$ cat config.mk
export PLATFORM = sky130hd
export DESIGN_NAME = rtc_subsec_core
export DESIGN_NICKNAME = d
export VERILOG_FILES = /design/src/rtl/rtc_pkg.sv /design/src/rtl/rtc_tick_gen.sv /design/src/rtl/rtc_timekeeper.sv /design/src/rtl/rtc_tod_alarm.sv /design/src/rtl/rtc_sub_alarm.sv /design/src/rtl/rtc_subsec_core.sv
export SDC_FILE = /design/constraint.sdc
export NUM_CORES = 1
export LEC_CHECK = 0
export BUFFER_PORTS_ARGS = -buffer_cell sky130_fd_sc_hd__clkbuf_2
export CAP_MARGIN = 40
export CORE_ASPECT_RATIO = 0.5
export CORE_MARGIN = 2
export CORE_UTILIZATION = 55
export DETAILED_ROUTE_END_ITERATION = 8
export PLACE_DENSITY = 0.75
export SETUP_SLACK_MARGIN = 0.5
export SKIP_CTS_REPAIR_TIMING = 1
export SYNTH_ARGS = -nofsm -noshare
export SYNTH_HDL_FRONTEND = slang
export SYNTH_SLANG_ARGS = --single-unit
$ cat constraint.sdc
create_clock -name clk -period 6 [get_ports clk]
set_input_delay 0.3 -clock clk [delete_from_list [all_inputs] [get_ports clk]]
set_output_delay 0.3 -clock clk [all_outputs]
set_load 0.05 [all_outputs]
$ cat src/rtl/rtc_pkg.sv
package rtc_pkg;
  localparam int SUB_W   = 12;
  localparam int MATCH_W = 20;
  localparam int TRIM_W  = 7;

  localparam logic [2:0] A_SECONDS = 3'd0;
  localparam logic [2:0] A_MATCH   = 3'd1;
  localparam logic [2:0] A_PERIOD  = 3'd2;
  localparam logic [2:0] A_IVAL    = 3'd3;
  localparam logic [2:0] A_CTRL    = 3'd4;
  localparam logic [2:0] A_TRIM    = 3'd5;
  localparam logic [2:0] A_FLAGCLR = 3'd6;

  typedef struct packed {
    logic sub_wake;
    logic sub_irq;
    logic tod_wake;
    logic tod_irq;
    logic sub_rpt;
    logic sub_en;
    logic tod_rpt;
    logic tod_en;
  } ctrl_t;
endpackage

$ cat src/rtl/rtc_tick_gen.sv
module rtc_tick_gen #(
  parameter int PRESC_DIV   = 8,
  parameter int TRIM_PERIOD = 1_000_000
) (
  input  logic       clk,
  input  logic       rst_n,
  input  logic       clr_i,
  input  logic [6:0] mag_i,
  input  logic       slow_i,
  output logic       tick_o
);
  localparam int CW = $clog2(PRESC_DIV + 2) + 1;
  localparam int AW = $clog2(TRIM_PERIOD + 128) + 1;
  localparam logic [CW-1:0] DIV_W = CW'(PRESC_DIV);
  localparam logic [AW-1:0] PER_W = AW'(TRIM_PERIOD);

  logic [CW-1:0] cnt_q, nxt;
  logic [AW-1:0] acc_q, acc_sum;
  logic [1:0]    step;
  logic          adj;

  always_comb begin
    acc_sum = acc_q + AW'(mag_i);
    adj     = (acc_sum >= PER_W);
    if (!adj)        step = 2'd1;
    else if (slow_i) step = 2'd0;
    else             step = 2'd2;
    nxt    = cnt_q + CW'(step);
    tick_o = !clr_i && (nxt >= DIV_W);
  end

  always_ff @(posedge clk or negedge rst_n) begin
    if (!rst_n) begin
      cnt_q <= '0;
      acc_q <= '0;
    end else if (clr_i) begin
      cnt_q <= '0;
      acc_q <= '0;
    end else begin
      cnt_q <= tick_o ? nxt - DIV_W : nxt;
      acc_q <= adj ? acc_sum - PER_W : acc_sum;
    end
  end

  generate
    if (PRESC_DIV >= 2) begin : g_chk
      AST_ZERO_TRIM_SPACING: assert property (@(posedge clk) disable iff (!rst_n)
        (mag_i == 7'd0 && tick_o) |=> (!tick_o || mag_i != 7'd0));
    end
  endgenerate
endmodule

$ cat src/rtl/rtc_timekeeper.sv
module rtc_timekeeper import rtc_pkg::*; (
  input  logic               clk,
  input  logic               rst_n,
  input  logic               tick_i,
  input  logic               clr_i,
  input  logic [31:0]        set_i,
  output logic [31:0]        seconds_o,
  output logic [SUB_W-1:0]   subsec_o,
  output logic               sec_step_o,
  output logic [MATCH_W-1:0] sec_next_lo_o
);
  logic [31:0]      sec_q, sec_next;
  logic [SUB_W-1:0] sub_q;
  logic             at_top;

  assign at_top        = &sub_q;
  assign sec_next      = sec_q + 32'd1;
  assign sec_step_o    = tick_i && at_top && !clr_i;
  assign sec_next_lo_o = sec_next[MATCH_W-1:0];
  assign seconds_o     = sec_q;
  assign subsec_o      = sub_q;

  always_ff @(posedge clk or negedge rst_n) begin
    if (!rst_n) begin
      sec_q <= '0;
      sub_q <= '0;
    end else if (clr_i) begin
      sec_q <= set_i;
      sub_q <= '0;
    end else if (tick_i) begin
      sub_q <= sub_q + 1'b1;
      if (at_top) sec_q <= sec_next;
    end
  end

  AST_SUBSEC_STEP: assert property (@(posedge clk) disable iff (!rst_n)
    (tick_i && !clr_i) |=> subsec_o == $past(subsec_o) + 1'b1);
  AST_IDLE_HOLD: assert property (@(posedge clk) disable iff (!rst_n)
    (!tick_i && !clr_i) |=> ($stable(subsec_o) && $stable(seconds_o)));
  AST_SEC_CARRY: assert property (@(posedge clk) disable iff (!rst_n)
    (tick_i && !clr_i && subsec_o == '1) |=> seconds_o == $past(seconds_o) + 32'd1);
endmodule

$ cat src/rtl/rtc_tod_alarm.sv
module rtc_tod_alarm import rtc_pkg::*; (
  input  logic               clk,
  input  logic               rst_n,
  input  logic               wr_match_i,
  input  logic [MATCH_W-1:0] match_data_i,
  input  logic [MATCH_W-1:0] period_i,
  input  logic               en_i,
  input  logic               rpt_i,
  input  logic               sec_step_i,
  input  logic [MATCH_W-1:0] sec_next_lo_i,
  output logic               fire_o
);
  logic [MATCH_W-1:0] tgt_q;

  assign fire_o = en_i && sec_step_i && (sec_next_lo_i == tgt_q);

  always_ff @(posedge clk or negedge rst_n) begin
    if (!rst_n)                tgt_q <= '0;
    else if (wr_match_i)       tgt_q <= match_data_i;
    else if (fire_o && rpt_i)  tgt_q <= tgt_q + period_i;
  end

  AST_TOD_ADVANCE: assert property (@(posedge clk) disable iff (!rst_n)
    (fire_o && rpt_i && !wr_match_i) |=> tgt_q == $past(sec_next_lo_i) + $past(period_i));
endmodule

$ cat src/rtl/rtc_sub_alarm.sv
module rtc_sub_alarm (
  input  logic        clk,
  input  logic        rst_n,
  input  logic        tick_i,
  input  logic        en_i,
  input  logic        rpt_i,
  input  logic        load_i,
  input  logic [31:0] load_val_i,
  input  logic [31:0] ival_i,
  output logic        fire_o
);
  logic [31:0] cnt_q;

  assign fire_o = en_i && tick_i && !load_i && (cnt_q == 32'd1);

  always_ff @(posedge clk or negedge rst_n) begin
    if (!rst_n)                          cnt_q <= '0;
    else if (load_i)                     cnt_q <= load_val_i;
    else if (fire_o)                     cnt_q <= rpt_i ? ival_i : 32'd0;
    else if (en_i && tick_i && cnt_q != 32'd0) cnt_q <= cnt_q - 32'd1;
  end

  AST_SUB_RELOAD: assert property (@(posedge clk) disable iff (!rst_n)
    (fire_o && rpt_i) |=> cnt_q == $past(ival_i));
endmodule

$ cat src/rtl/rtc_subsec_core.sv
module rtc_subsec_core import rtc_pkg::*; #(
  parameter int PRESC_DIV   = 8,
  parameter int TRIM_PERIOD = 1_000_000
) (
  input  logic        clk,
  input  logic        rst_n,
  input  logic        wr_en,
  input  logic [2:0]  wr_addr,
  input  logic [31:0] wr_data,
  output logic [31:0] seconds_o,
  output logic [11:0] subsec_o,
  output logic        tod_irq_o,
  output logic        sub_irq_o,
  output logic        wake_o
);
  ctrl_t              ctrl_q;
  logic [MATCH_W-1:0] period_q;
  logic [31:0]        ival_q;
  logic [7:0]         trim_q;
  logic               tod_flag_q, sub_flag_q;

  logic wr_sec, wr_match, wr_period, wr_ival, wr_ctrl, wr_trim, wr_clr;
  logic tick, sec_step, tod_fire, sub_fire, sub_load;
  logic [MATCH_W-1:0] sec_next_lo;

  assign wr_sec    = wr_en && wr_addr == A_SECONDS;
  assign wr_match  = wr_en && wr_addr == A_MATCH;
  assign wr_period = wr_en && wr_addr == A_PERIOD;
  assign wr_ival   = wr_en && wr_addr == A_IVAL;
  assign wr_ctrl   = wr_en && wr_addr == A_CTRL;
  assign wr_trim   = wr_en && wr_addr == A_TRIM;
  assign wr_clr    = wr_en && wr_addr == A_FLAGCLR;
  assign sub_load  = wr_ival || (wr_ctrl && wr_data[2]);

  rtc_tick_gen #(.PRESC_DIV(PRESC_DIV), .TRIM_PERIOD(TRIM_PERIOD)) u_tick (
    .clk(clk), .rst_n(rst_n), .clr_i(wr_sec),
    .mag_i(trim_q[TRIM_W-1:0]), .slow_i(trim_q[7]), .tick_o(tick));

  rtc_timekeeper u_time (
    .clk(clk), .rst_n(rst_n), .tick_i(tick), .clr_i(wr_sec), .set_i(wr_data),
    .seconds_o(seconds_o), .subsec_o(subsec_o),
    .sec_step_o(sec_step), .sec_next_lo_o(sec_next_lo));

  rtc_tod_alarm u_tod (
    .clk(clk), .rst_n(rst_n), .wr_match_i(wr_match),
    .match_data_i(wr_data[MATCH_W-1:0]), .period_i(period_q),
    .en_i(ctrl_q.tod_en), .rpt_i(ctrl_q.tod_rpt),
    .sec_step_i(sec_step), .sec_next_lo_i(sec_next_lo), .fire_o(tod_fire));

  rtc_sub_alarm u_sub (
    .clk(clk), .rst_n(rst_n), .tick_i(tick),
    .en_i(ctrl_q.sub_en), .rpt_i(ctrl_q.sub_rpt),
    .load_i(sub_load), .load_val_i(wr_ival ? wr_data : ival_q),
    .ival_i(ival_q), .fire_o(sub_fire));

  always_ff @(posedge clk or negedge rst_n) begin
    if (!rst_n) begin
      ctrl_q     <= '0;
      period_q   <= '0;
      ival_q     <= '0;
      trim_q     <= '0;
      tod_flag_q <= 1'b0;
      sub_flag_q <= 1'b0;
    end else begin
      if (wr_period) period_q <= wr_data[MATCH_W-1:0];
      if (wr_ival)   ival_q   <= wr_data;
      if (wr_trim)   trim_q   <= wr_data[7:0];
      if (wr_ctrl) ctrl_q <= ctrl_t'(wr_data[7:0]);
      else begin
        if (tod_fire && !ctrl_q.tod_rpt) ctrl_q.tod_en <= 1'b0;
        if (sub_fire && !ctrl_q.sub_rpt) ctrl_q.sub_en <= 1'b0;
      end
      tod_flag_q <= tod_fire || (tod_flag_q && !(wr_clr && wr_data[0]));
      sub_flag_q <= sub_fire || (sub_flag_q && !(wr_clr && wr_data[1]));
    end
  end

  assign tod_irq_o = tod_flag_q && ctrl_q.tod_irq;
  assign sub_irq_o = sub_flag_q && ctrl_q.sub_irq;
  assign wake_o    = (tod_flag_q && ctrl_q.tod_wake) || (sub_flag_q && ctrl_q.sub_wake);

  AST_TOD_DISARM: assert property (@(posedge clk) disable iff (!rst_n)
    (tod_fire && !ctrl_q.tod_rpt && !wr_ctrl) |=> !ctrl_q.tod_en);
  AST_SUB_DISARM: assert property (@(posedge clk) disable iff (!rst_n)
    (sub_fire && !ctrl_q.sub_rpt && !wr_ctrl) |=> !ctrl_q.sub_en);
  AST_TOD_FLAG_HOLD: assert property (@(posedge clk) disable iff (!rst_n)
    (tod_flag_q && !(wr_clr && wr_data[0])) |=> tod_flag_q);
  AST_SUB_FLAG_HOLD: assert property (@(posedge clk) disable iff (!rst_n)
    (sub_flag_q && !(wr_clr && wr_data[1])) |=> sub_flag_q);
endmodule

### Word-level counts from Yosys, hierarchy flattened

Index checks and enable logic that the tools add are counted.
Widths: inputs -> output; s select.

* flip-flop bits (word level): 192
* input port bits: 38
* output and inout port bits: 47

* $add $sub $neg: 8
* order comparisons: 2
* eq/ne operators: 8
* multiplexer cells: 22
* reductions and logical operators: 48

Operators with widths (number)
* $mux 32: 8
* $mux 21: 2
* $mux 20: 2
* $add 32x1->32 const B: 1
* $eq 32x1->1 const B: 1
* $reduce_bool 32->1: 1
* $sub 32x1->32 const B: 1
* $logic_and 1x1->1: 28
* $mux 12: 2
* $add 21x7->21: 1
* $ge 21x20->1 const B: 1
* $sub 21x20->21 const B: 1
* $add 20x20->20: 1
* $eq 20x20->1: 1
* $add 12x1->12 const B: 1
* $reduce_and 12->1: 1
* $mux 5: 2
* $reduce_bool 2->1: 5
* $eq 3x3->1 const B: 3
* $eq 3x2->1 const B: 2
* $logic_not 1->1: 6
* $add 5x2->5: 1
* $ge 5x4->1 const B: 1
* $sub 5x4->5 const B: 1
* other kinds (7): 14

### Depth between registers and ports, before layout

Gate-level depths: netlist of the first run.

* depth after elaboration: 13
* gate-level depth with buffers: 31

### By module

A second synthesis of the first run with hierarchy kept.

* cell total of the unflattened synthesis: 1311
* area, all modules: 12702.2 um^2

By module, submodules not included
* rtc_timekeeper: instances 1, cells each 329, area each 2841.5 um^2, sequential area each 1101.1 um^2
* rtc_subsec_core: instances 1, cells each 167, area each 2725.1 um^2, sequential area each 1751.7 um^2
* rtc_sub_alarm: instances 1, cells each 305, area each 2657.5 um^2, sequential area each 800.8 um^2
* rtc_tod_alarm: instances 1, cells each 270, area each 2287.2 um^2, sequential area each 500.5 um^2
* rtc_tick_gen: instances 1, cells each 240, area each 2190.9 um^2, sequential area each 650.6 um^2

### Least setup slack after synthesis of the first run

Ideal clock, no wire load.

* kind: reg-to-reg
* start point: register trim_q[0]
* end point: register u_tod.tgt_q[11]
* setup time: 125 ps
* data arrival time: 5583 ps
* path slack: 292 ps
* stages on the path, launching flop included: 28
* path buffers: 2
* cells stage by stage: dfrtp_1 -> ha_1 -> inv_1 -> fa_1 -> nor2b_1 -> o31a_1 -> o31ai_1 -> or4_1 -> a211o_1 -> o41ai_1 -> nand3_1 -> a41o_2 -> inv_2 -> ha_1 -> inv_1 -> fa_1 -> nor2b_1 -> nor2b_1 -> o31ai_1 -> o41ai_1 -> clkbuf_1 -> o2111ai_1 -> nor4b_4 -> nand4bb_2 -> buf_6 -> nand2_1 -> o21ai_1 -> mux2_2

* word-level cells in the longest chain between the ends: 12

Ends and longest elaborated chain
* start: declaration: RTL line rtc_subsec_core.sv:19 `logic [7:0] trim_q;`
* start signal: assignment: RTL line rtc_subsec_core.sv:67 `if (wr_trim) trim_q <= wr_data[7:0];`
* $add 21x7->21: RTL line rtc_tick_gen.sv:23 `acc_sum = acc_q + AW'(mag_i);`
* $ge 21x20->1: RTL line rtc_tick_gen.sv:24 `adj = (acc_sum >= PER_W);`
* $mux 2: RTL line rtc_tick_gen.sv:25 `if (!adj) step = 2'd1;`
* $add 5x2->5: RTL line rtc_tick_gen.sv:28 `nxt = cnt_q + CW'(step);`
* $ge 5x4->1: RTL line rtc_tick_gen.sv:29 `tick_o = !clr_i && (nxt >= DIV_W);`
* $logic_and 1x1->1: RTL line rtc_tick_gen.sv:29
* $logic_and 1x1->1 (2 in series): RTL line rtc_timekeeper.sv:18 `assign sec_step_o = tick_i && at_top && !clr_i;`
* $logic_and 1x1->1 (2 in series): RTL line rtc_tod_alarm.sv:15 `assign fire_o = en_i && sec_step_i && (sec_next_lo_i == tgt_q);`
* $logic_and 1x1->1: RTL line rtc_tod_alarm.sv:20 `else if (fire_o && rpt_i) tgt_q <= tgt_q + period_i;`
* $reduce_bool 2->1 (no line)
* end signal: assignment: RTL line rtc_tod_alarm.sv:19 `else if (wr_match_i) tgt_q <= match_data_i;`
* end signal: assignment: RTL line rtc_tod_alarm.sv:20
* end: declaration: RTL line rtc_tod_alarm.sv:13 `logic [MATCH_W-1:0] tgt_q;`

No other way between the ends.
A chain may end at the register's enable or synchronous reset.

### Worst setup path after layout of the first run

* start point: register trim_q[0]
* end point: register u_tod.tgt_q[1]

Same word-level chain as after synthesis.

==> summary.md, run 1 <==
| Metric | Value |
|---|---|
| Core Region | 0.0208 mm² |
| Yosys top cell area share | 40.8% |
| Via count | 10.4k |
| Area contributors post-synth | dfrtp_1 41%, mux2_2 6.5%, xnor2_1 5.4%, xor2_1 4.7%, nand2_1 4.2% |
| Synth Register Bits | 192 |
| DP Wirelength | 21,700 µm |
| Startpoint types | register |
| Worst reg2reg path startpoint | trim_q[0]$_DFFE_PN0P_ |
| Port bufs | 84 |
| Final Wtd Congestion | 0.954 |
| Pwr dens | 439 mW/mm² |
| Worst r2r dst | u_tod.tgt_q[1]$_DFFE_PN0P_ |
| Die area | 0.0227 mm² |
| Max frequency | 166 MHz |
| Final Util | 67.9% |
| R2r setup slk | -30 ps |
| Most frequent cell after synthesis | dfrtp_1 |
| Initial core utilization | 56.7% |
| Number of global-route vias before repair | 9,664 |
| Antenna-violating nets left | 0 |
| Violated checks | hold timing, setup timing |
| Most frequent CP cell | nor2b_2 |
| VDD IR max | 0.000208 V |
| Setup_tns | -109 ps |
| Final setup viols | 5 |
| Largest net degree at the start of global routing | 101 |
| Top FF cell, synth | dfrtp_1 |
| Hold Path Class | input pin to async pin |
| Row Count | 37 |
| Gate Count Post-Synth | 1,283 |
| Final worst slack | -26.3 ps |
| Cell taking the most area after synthesis | dfrtp_1 |
| Final Power | 0.00620 W |
| Yosys warns | 0 |
| Top Ports | 85 |
| Syn-to-layout area delta | 19.9% |
| DIE WIDTH | 211 µm |
| Diodes inserted | 0 |
| CP max stage delay | 410 ps |
| Clock sinks | 192 |
| Simple-Gate Fraction of Synth Area | 19.9% |
| CTS tree | done |
| Max-cap viol count | 0 |
| Net Count, Synth | 1,359 |
| Clock transition at the registers of the reported paths | 80 ps |
| Sequential element share of the synthesized area | 40.8% |
| Nets | 1,466 |
| Routed WL | 33,300 µm |
| Async S/R FF share, synth | 100% |
| DR WL/cell | 19.9 µm |
| Post-synthesis mux area share | 7.45% |
| Initial antenna violation count | 3 |
| Critical path class | register to register |
| Drt via density | 6.23 |
| Post-synth top cells | 192 x dfrtp_1, 132 x nand2_1, 106 x nor2_1 |
| XOR/XNOR Fraction of Synth Area | 10.1% |
| Slowest CP cell | dfrtp_1 |
| Crit Path Max Fanout | 7 |
| Post-synthesis adder-cell area fraction | 4.23% |
| Worst endpoint required time | 6340 ps |
| Synthesized cell area | 0.0118 mm² |
| Maximum root-to-sink buffer count | 2 |
| CP Capture Type | register |
| Drt first pass iters | 5 |
| Synth Area in Compound Gates | 14.0% |
| Drt drc | 0 |
| Clk root buf | clkbuf_16 |
| Min Tclk post-route | 6030 ps |
| Fin. max-slew vios | 0 |
| Largest family of logic cells by synthesized area | simple AND/OR/NAND/NOR gates |
| DR iter-0 viols | 1,092 |
| Relative slew slack | 34.1% |
| Hold slack | -81.8 ps |
| R2R cell count | 29 |
| Final Skew | 14.1 ps |
| Total grt overflow | 0 |
| Status | finished with violations |
| Share of layout cells above drive strength 1 | 25.1% |
| Syn avg cell area | 9.18 µm² |
| RSZ-0062 raised after global routing | true |
| Post-synth EDFFs | 0 |
| Final hold viol count | 91 |
| H-tree levels | 4 |
| Pre-CTS WS | -72.1 ps |
| GR Util All Layers | 28.4% |
| Synth cell types | 75 |
| Leakage | 5.88 nW |
| Crit path arrival time | 6360 ps |
| Die Y-Extent | 107 µm |
| Period utilisation layout | 100% |
| Clock Latency Late Sink | 460 ps |
| CTS Buf Count | 17 |
| Measured slew at the worst slew-check pin | 988 ps |
| First-pass GRT wire length | 49,900 µm |
[cell families after synthesis]
group                    Yosys count
AND/OR/NAND/NOR                  464
buffers and inverters            100
adder cells (fa/ha/maj)           38
multiplexers                      79
AO/OA/AOI/OAI                    274
flip-flops                       192
XOR/XNOR                         136
[where the power goes]
| group | internal [W] | switching [W] | leakage, nW |
|---|---|---|---|
| clock | 0.000692 | 0.000534 | 0.293 |
| sequential | 0.00167 | 0.000454 | 2.30 |
| combinational | 0.00121 | 0.00163 | 3.28 |
[registers in the layout, summed over array words and instances (netlist names)]
signal and cells:
u_time.subsec_o 12, u_tick.cnt_q 5, u_time.seconds_o 32, ctrl_q 8, u_tick.acc_q 21, tod_flag_q 1
trim_q 8, ival_q 32, period_q 20, sub_flag_q 1, u_sub.cnt_q 32, u_tod.tgt_q 20
[final cells by class]
type / instances / area (µm²)
repair buffers: 154 / 1170
inverters: 34 / 130
multi-input cells: 991 / 7060
clock buffers: 21 / 470
fillers: 1538 / 6670
flip-flops and latches: 192 / 4800
clock inverters: 10 / 148
well taps: 273 / 342
[routing by layer]
metal	part of all wire, %	global-route usage, %	vias up	wire length, µm
met4	2.2	10.3	0	748
met3	7.0	5.75	64	2320
met5	0	0	-	0
met1	43	38.0	5212	14300
met2	48	46.2	391	15900
li1	-	-	4775	-
[stage by stage]
step / cells / instance area (µm²)
floorplan: 1283 / 11800
global placement: 1608 / 12600
detailed placement: 1610 / 12600
CTS: 1641 / 13200
global route: 1675 / 14100
finish: 1675 / 14100
[how the worst max path moves through the flow]
stage / startpoint / to / slack [ps] / cells after the start
2_1_floorplan: trim_q[0]$_DFFE_PN0P_ / u_tod.tgt_q[11]$_DFFE_PN0P_ / 510 / 27
3_3_place_gp: trim_q[0]$_DFFE_PN0P_ / u_sub.cnt_q[10]$_DFFE_PN0P_ / 210 / 24
3_5_place_dp: trim_q[0]$_DFFE_PN0P_ / u_sub.cnt_q[8]$_DFFE_PN0P_ / -70 / 25
4_1_cts: trim_q[0]$_DFFE_PN0P_ / u_sub.cnt_q[8]$_DFFE_PN0P_ / -240 / 24
5_1_grt: trim_q[0]$_DFFE_PN0P_ / u_tod.tgt_q[12]$_DFFE_PN0P_ / -320 / 29
6_report: trim_q[0]$_DFFE_PN0P_ / u_tod.tgt_q[1]$_DFFE_PN0P_ / -30 / 29
[cells in the final DEF (no fill, tap or decap), drive strengths merged, types with 4 or more instances in the layout]
| cell | count |
|---|---|
| xor2 | 63 |
| buf | 64 |
| o21a | 5 |
| xnor2 | 73 |
| dfrtp | 192 |
| o21ai | 104 |
| nand2b | 9 |
| nor4 | 15 |
| nand2 | 132 |
| mux2i | 10 |
| a21o | 9 |
| and3 | 18 |
| a21oi | 60 |
| a211oi | 4 |
| mux2 | 69 |
| a311oi | 9 |
| clkbuf | 110 |
| o21bai | 4 |
| o211ai | 16 |
| ha | 35 |
| nand4 | 15 |
| or3 | 14 |
| and2 | 10 |
| nor3 | 33 |
| nor4b | 4 |
| a31oi | 25 |
| nor2 | 107 |
| nor2b | 10 |
| or4 | 7 |
| nor3b | 7 |
| or2 | 6 |
| o31ai | 8 |
| inv | 38 |
| nand4b | 4 |
| nand3 | 64 |
| o22ai | 8 |
[critical path: cells and delay by family (launching register included)]
family                   cells  cell delay, ps
buffers and inverters        7             860
adder cells (fa/ha/maj)      4             950
XOR/XNOR                     1             260
AO/OA/AOI/OAI                9            1960
multiplexers                 1             260
flip-flops                   1             410
AND/OR/NAND/NOR              7            1210
Note: power is estimated with default switching activity, not from simulation.
==> run 2: changes to the inputs <==
CORE_UTILIZATION = 50   (was 55)
CTS_CLUSTER_SIZE = 16   (was not set)
PLACE_DENSITY = 0.69   (was 0.75)
SKIP_LAST_GASP = 1   (was not set)
==> summary.md, run 2 (synthesized netlist as in run 1, its figures left out) <==
| Metric | Value |
|---|---|
| Status | completed (was finished with violations) |
| R2R cell count | 28 (was 29) |
| Antenna-violating nets left | 0 (unchanged) |
| RSZ-0062 raised after global routing | true (unchanged) |
| DR WL/cell | 19.1 µm (was 19.9 µm) |
| Final hold viol count | 0 (was 91) |
| First-pass GRT wire length | 50,200 µm (was 49,900 µm) |
| Number of global-route vias before repair | 9,617 (was 9,664) |
| Drt drc | 0 (unchanged) |
| Worst endpoint required time | 6380 ps (was 6340 ps) |
| Max frequency | 168 MHz (was 166 MHz) |
| CP max stage delay | 510 ps (was 410 ps) |
| Top Ports | 85 (unchanged) |
| Period utilisation layout | 99.2% (was 100%) |
| Drt via density | 5.97 (was 6.23) |
| Final Wtd Congestion | 0.927 (was 0.954) |
| Int Pwr | 0.00364 W (was 0.00358 W) |
| CP Capture Type | register (unchanged) |
| DR iter-0 viols | 926 (was 1,092) |
| CTS tree | done (unchanged) |
| R2r setup slk | 50 ps (was -30 ps) |
| Slowest CP cell | or4_4 (was dfrtp_1) |
| Clock transition at the registers of the reported paths | 70 ps (was 80 ps) |
| Routed WL | 32,900 µm (was 33,300 µm) |
| DP Wirelength | 21,800 µm (was 21,700 µm) |
| Worst reg2reg path startpoint | trim_q[0]$_DFFE_PN0P_ (unchanged) |
| Cell Area, Placed | 0.0127 mm² (was 0.0126 mm²) |
| Clk root buf | clkbuf_16 (unchanged) |
| Worst r2r dst | u_tod.tgt_q[6]$_DFFE_PN0P_ (was u_tod.tgt_q[1]$_DFFE_PN0P_) |
| Row Count | 39 (was 37) |
| Measured slew at the worst slew-check pin | 796 ps (was 988 ps) |
| Share of layout cells above drive strength 1 | 26.7% (was 25.1%) |
| Die Y-Extent | 113 µm (was 107 µm) |
| CTS Buf Count | 17 (unchanged) |
| Crit path to | u_tod.tgt_q[6]$_DFFE_PN0P_ (was u_tod.tgt_q[1]$_DFFE_PN0P_) |
| Relative slew slack | 46.6% (was 34.1%) |
| Diodes inserted | 0 (unchanged) |
| Pwr dens | 435 mW/mm² (was 439 mW/mm²) |
| Final Skew | 12.3 ps (was 14.1 ps) |
| H-tree levels | 4 (unchanged) |
| Final setup viols | 0 (was 5) |
| Register cell area after layout | 0.00480 mm² (unchanged) |
| DIE WIDTH | 221 µm (was 211 µm) |
| Max-cap viol count | 0 (unchanged) |
| Leakage | 6.05 nW (was 5.88 nW) |
| Pre-CTS WS | -103 ps (was -72.1 ps) |
| Syn-to-layout area delta | 22.1% (was 19.9%) |
| Crit Path Max Fanout | 7 (unchanged) |
| Critical path class | register to register (unchanged) |
| Fin. max-slew vios | 0 (unchanged) |
| Port bufs | 84 (unchanged) |
| Crit path arrival time | 6330 ps (was 6360 ps) |
| Nets | 1,483 (was 1,466) |
| Final worst slack | 46.5 ps (was -26.3 ps) |
| Area of the multi-input gates | 0.00713 mm² (was 0.00706 mm²) |
| Maximum root-to-sink buffer count | 2 (unchanged) |
| Core Region | 0.0230 mm² (was 0.0208 mm²) |
| Worst setup path startpoint | trim_q[0]$_DFFE_PN0P_ (unchanged) |
| FILL cells | 1,809 (was 1,538) |
| Total grt overflow | 0 (unchanged) |
| Drt first pass iters | 5 (unchanged) |
| Die area | 0.0249 mm² (was 0.0227 mm²) |
| Logic pwr share | 46.8% (was 45.9%) |
| Reg power frac | 33.9% (was 34.3%) |
| Min Tclk post-route | 5950 ps (was 6030 ps) |
| Post-route cell area | 0.0144 mm² (was 0.0141 mm²) |
| Initial antenna violation count | 0 (was 3) |
| Sw Share | 41.9% (was 42.3%) |
| Initial core utilization | 51.2% (was 56.7%) |
| Psw | 0.00262 W (about the same) |
| Clock sinks | 192 (unchanged) |
| VDD IR max | 0.000234 V (was 0.000208 V) |
| Startpoint types | register (unchanged) |
| GR Util All Layers | 25.3% (was 28.4%) |
| Via count | 10.3k (was 10.4k) |
| Largest net degree at the start of global routing | 80 (was 101) |
| Clk pwr share | 19.3% (was 19.8%) |
| Clock Latency Late Sink | 450 ps (was 460 ps) |
| Commonest cells after routing, fill and taps aside | 192 x dfrtp_1, 124 x nand2_1, 90 x nor2_1 (was 192 x dfrtp_1, 128 x nand2_1, 92 x nor2_1) |
| Hold Path Class | input pin to register (was input pin to async pin) |
| Commonest non-fill, non-tap cell in the layout | dfrtp_1 (unchanged) |
==> run 2: critical path, delay by kind of cell, from the launching register on <==
family,cells,cell delay (ps)
adders and majority gates,4,1040
AOI/OAI and AO/OA,10,1840
DFF,1,390
buffers and inverters,6,670
and+or+nand+nor,8,1930
==> run 2: final cells by class <==
class | count | share of cell area, %
well taps | 307 | 2.67
inverters | 34 | 0.905
clock buffers | 21 | 3.34
multi-input cells | 991 | 49.6
repair buffers | 171 | 9.18
clock inverters | 9 | 0.905
flip-flops and latches | 192 | 33.4
==> run 2: per-stage QoR <==
stage | std cells | utilization, % | hold WS, ps | total power, W | setup TNS (ps)
2_1_floorplan | 1283 | - | 4.41 | 0.00393 | 0
3_3_place_gp | 1641 | 55.0 | 348 | 0.00451 | 0
3_5_place_dp | 1644 | 55.2 | 352 | 0.00461 | -1110
4_1_cts | 1674 | 57.8 | -130 | 0.00584 | -3680
5_1_grt | 1725 | 62.6 | 81.6 | 0.00666 | -9180
6_report | 1725 | 62.6 | 84.1 | 0.00626 | 0
==> run 2: worst min path at each step <==
| stage | startpoint | to | slack (ps) | cells after the start |
|---|---|---|---|---|
| after floorplan | rst_n | ctrl_q[0]$_DFFE_PN0P_ | 4 | 0 |
| after global placement | rst_n | ival_q[25]$_DFF_PN0_ | 350 | 1 |
| after detailed placement | rst_n | u_sub.cnt_q[24]$_DFFE_PN0P_ | 350 | 1 |
| after CTS | rst_n | u_sub.cnt_q[24]$_DFFE_PN0P_ | -130 | 1 |
| after global routing | wr_data[26] | u_time.seconds_o[26]$_DFFE_PN0P_ | 80 | 3 |
| final | wr_data[26] | u_time.seconds_o[26]$_DFFE_PN0P_ | 80 | 3 |
==> run 2: power groups by stage <==
stage / registers, W / logic (W) / clock network, W
2_1_floorplan: 0.00220 / 0.00172 / 0
3_3_place_gp: 0.00209 / 0.00242 / 0
3_5_place_dp: 0.00210 / 0.00251 / 0
4_1_cts: 0.00208 / 0.00253 / 0.00123
5_1_grt: 0.00217 / 0.00320 / 0.00129
6_report: 0.00212 / 0.00293 / 0.00121
==> run 2: layer usage <==
layer,part of all wire [%],GRT usage [%],vias up
met3,4.8,4.37,62
met5,0,0,-
met2,47,40.6,320
met1,45,35.1,5113
met4,2.5,8.37,0
li1,-,-,4796
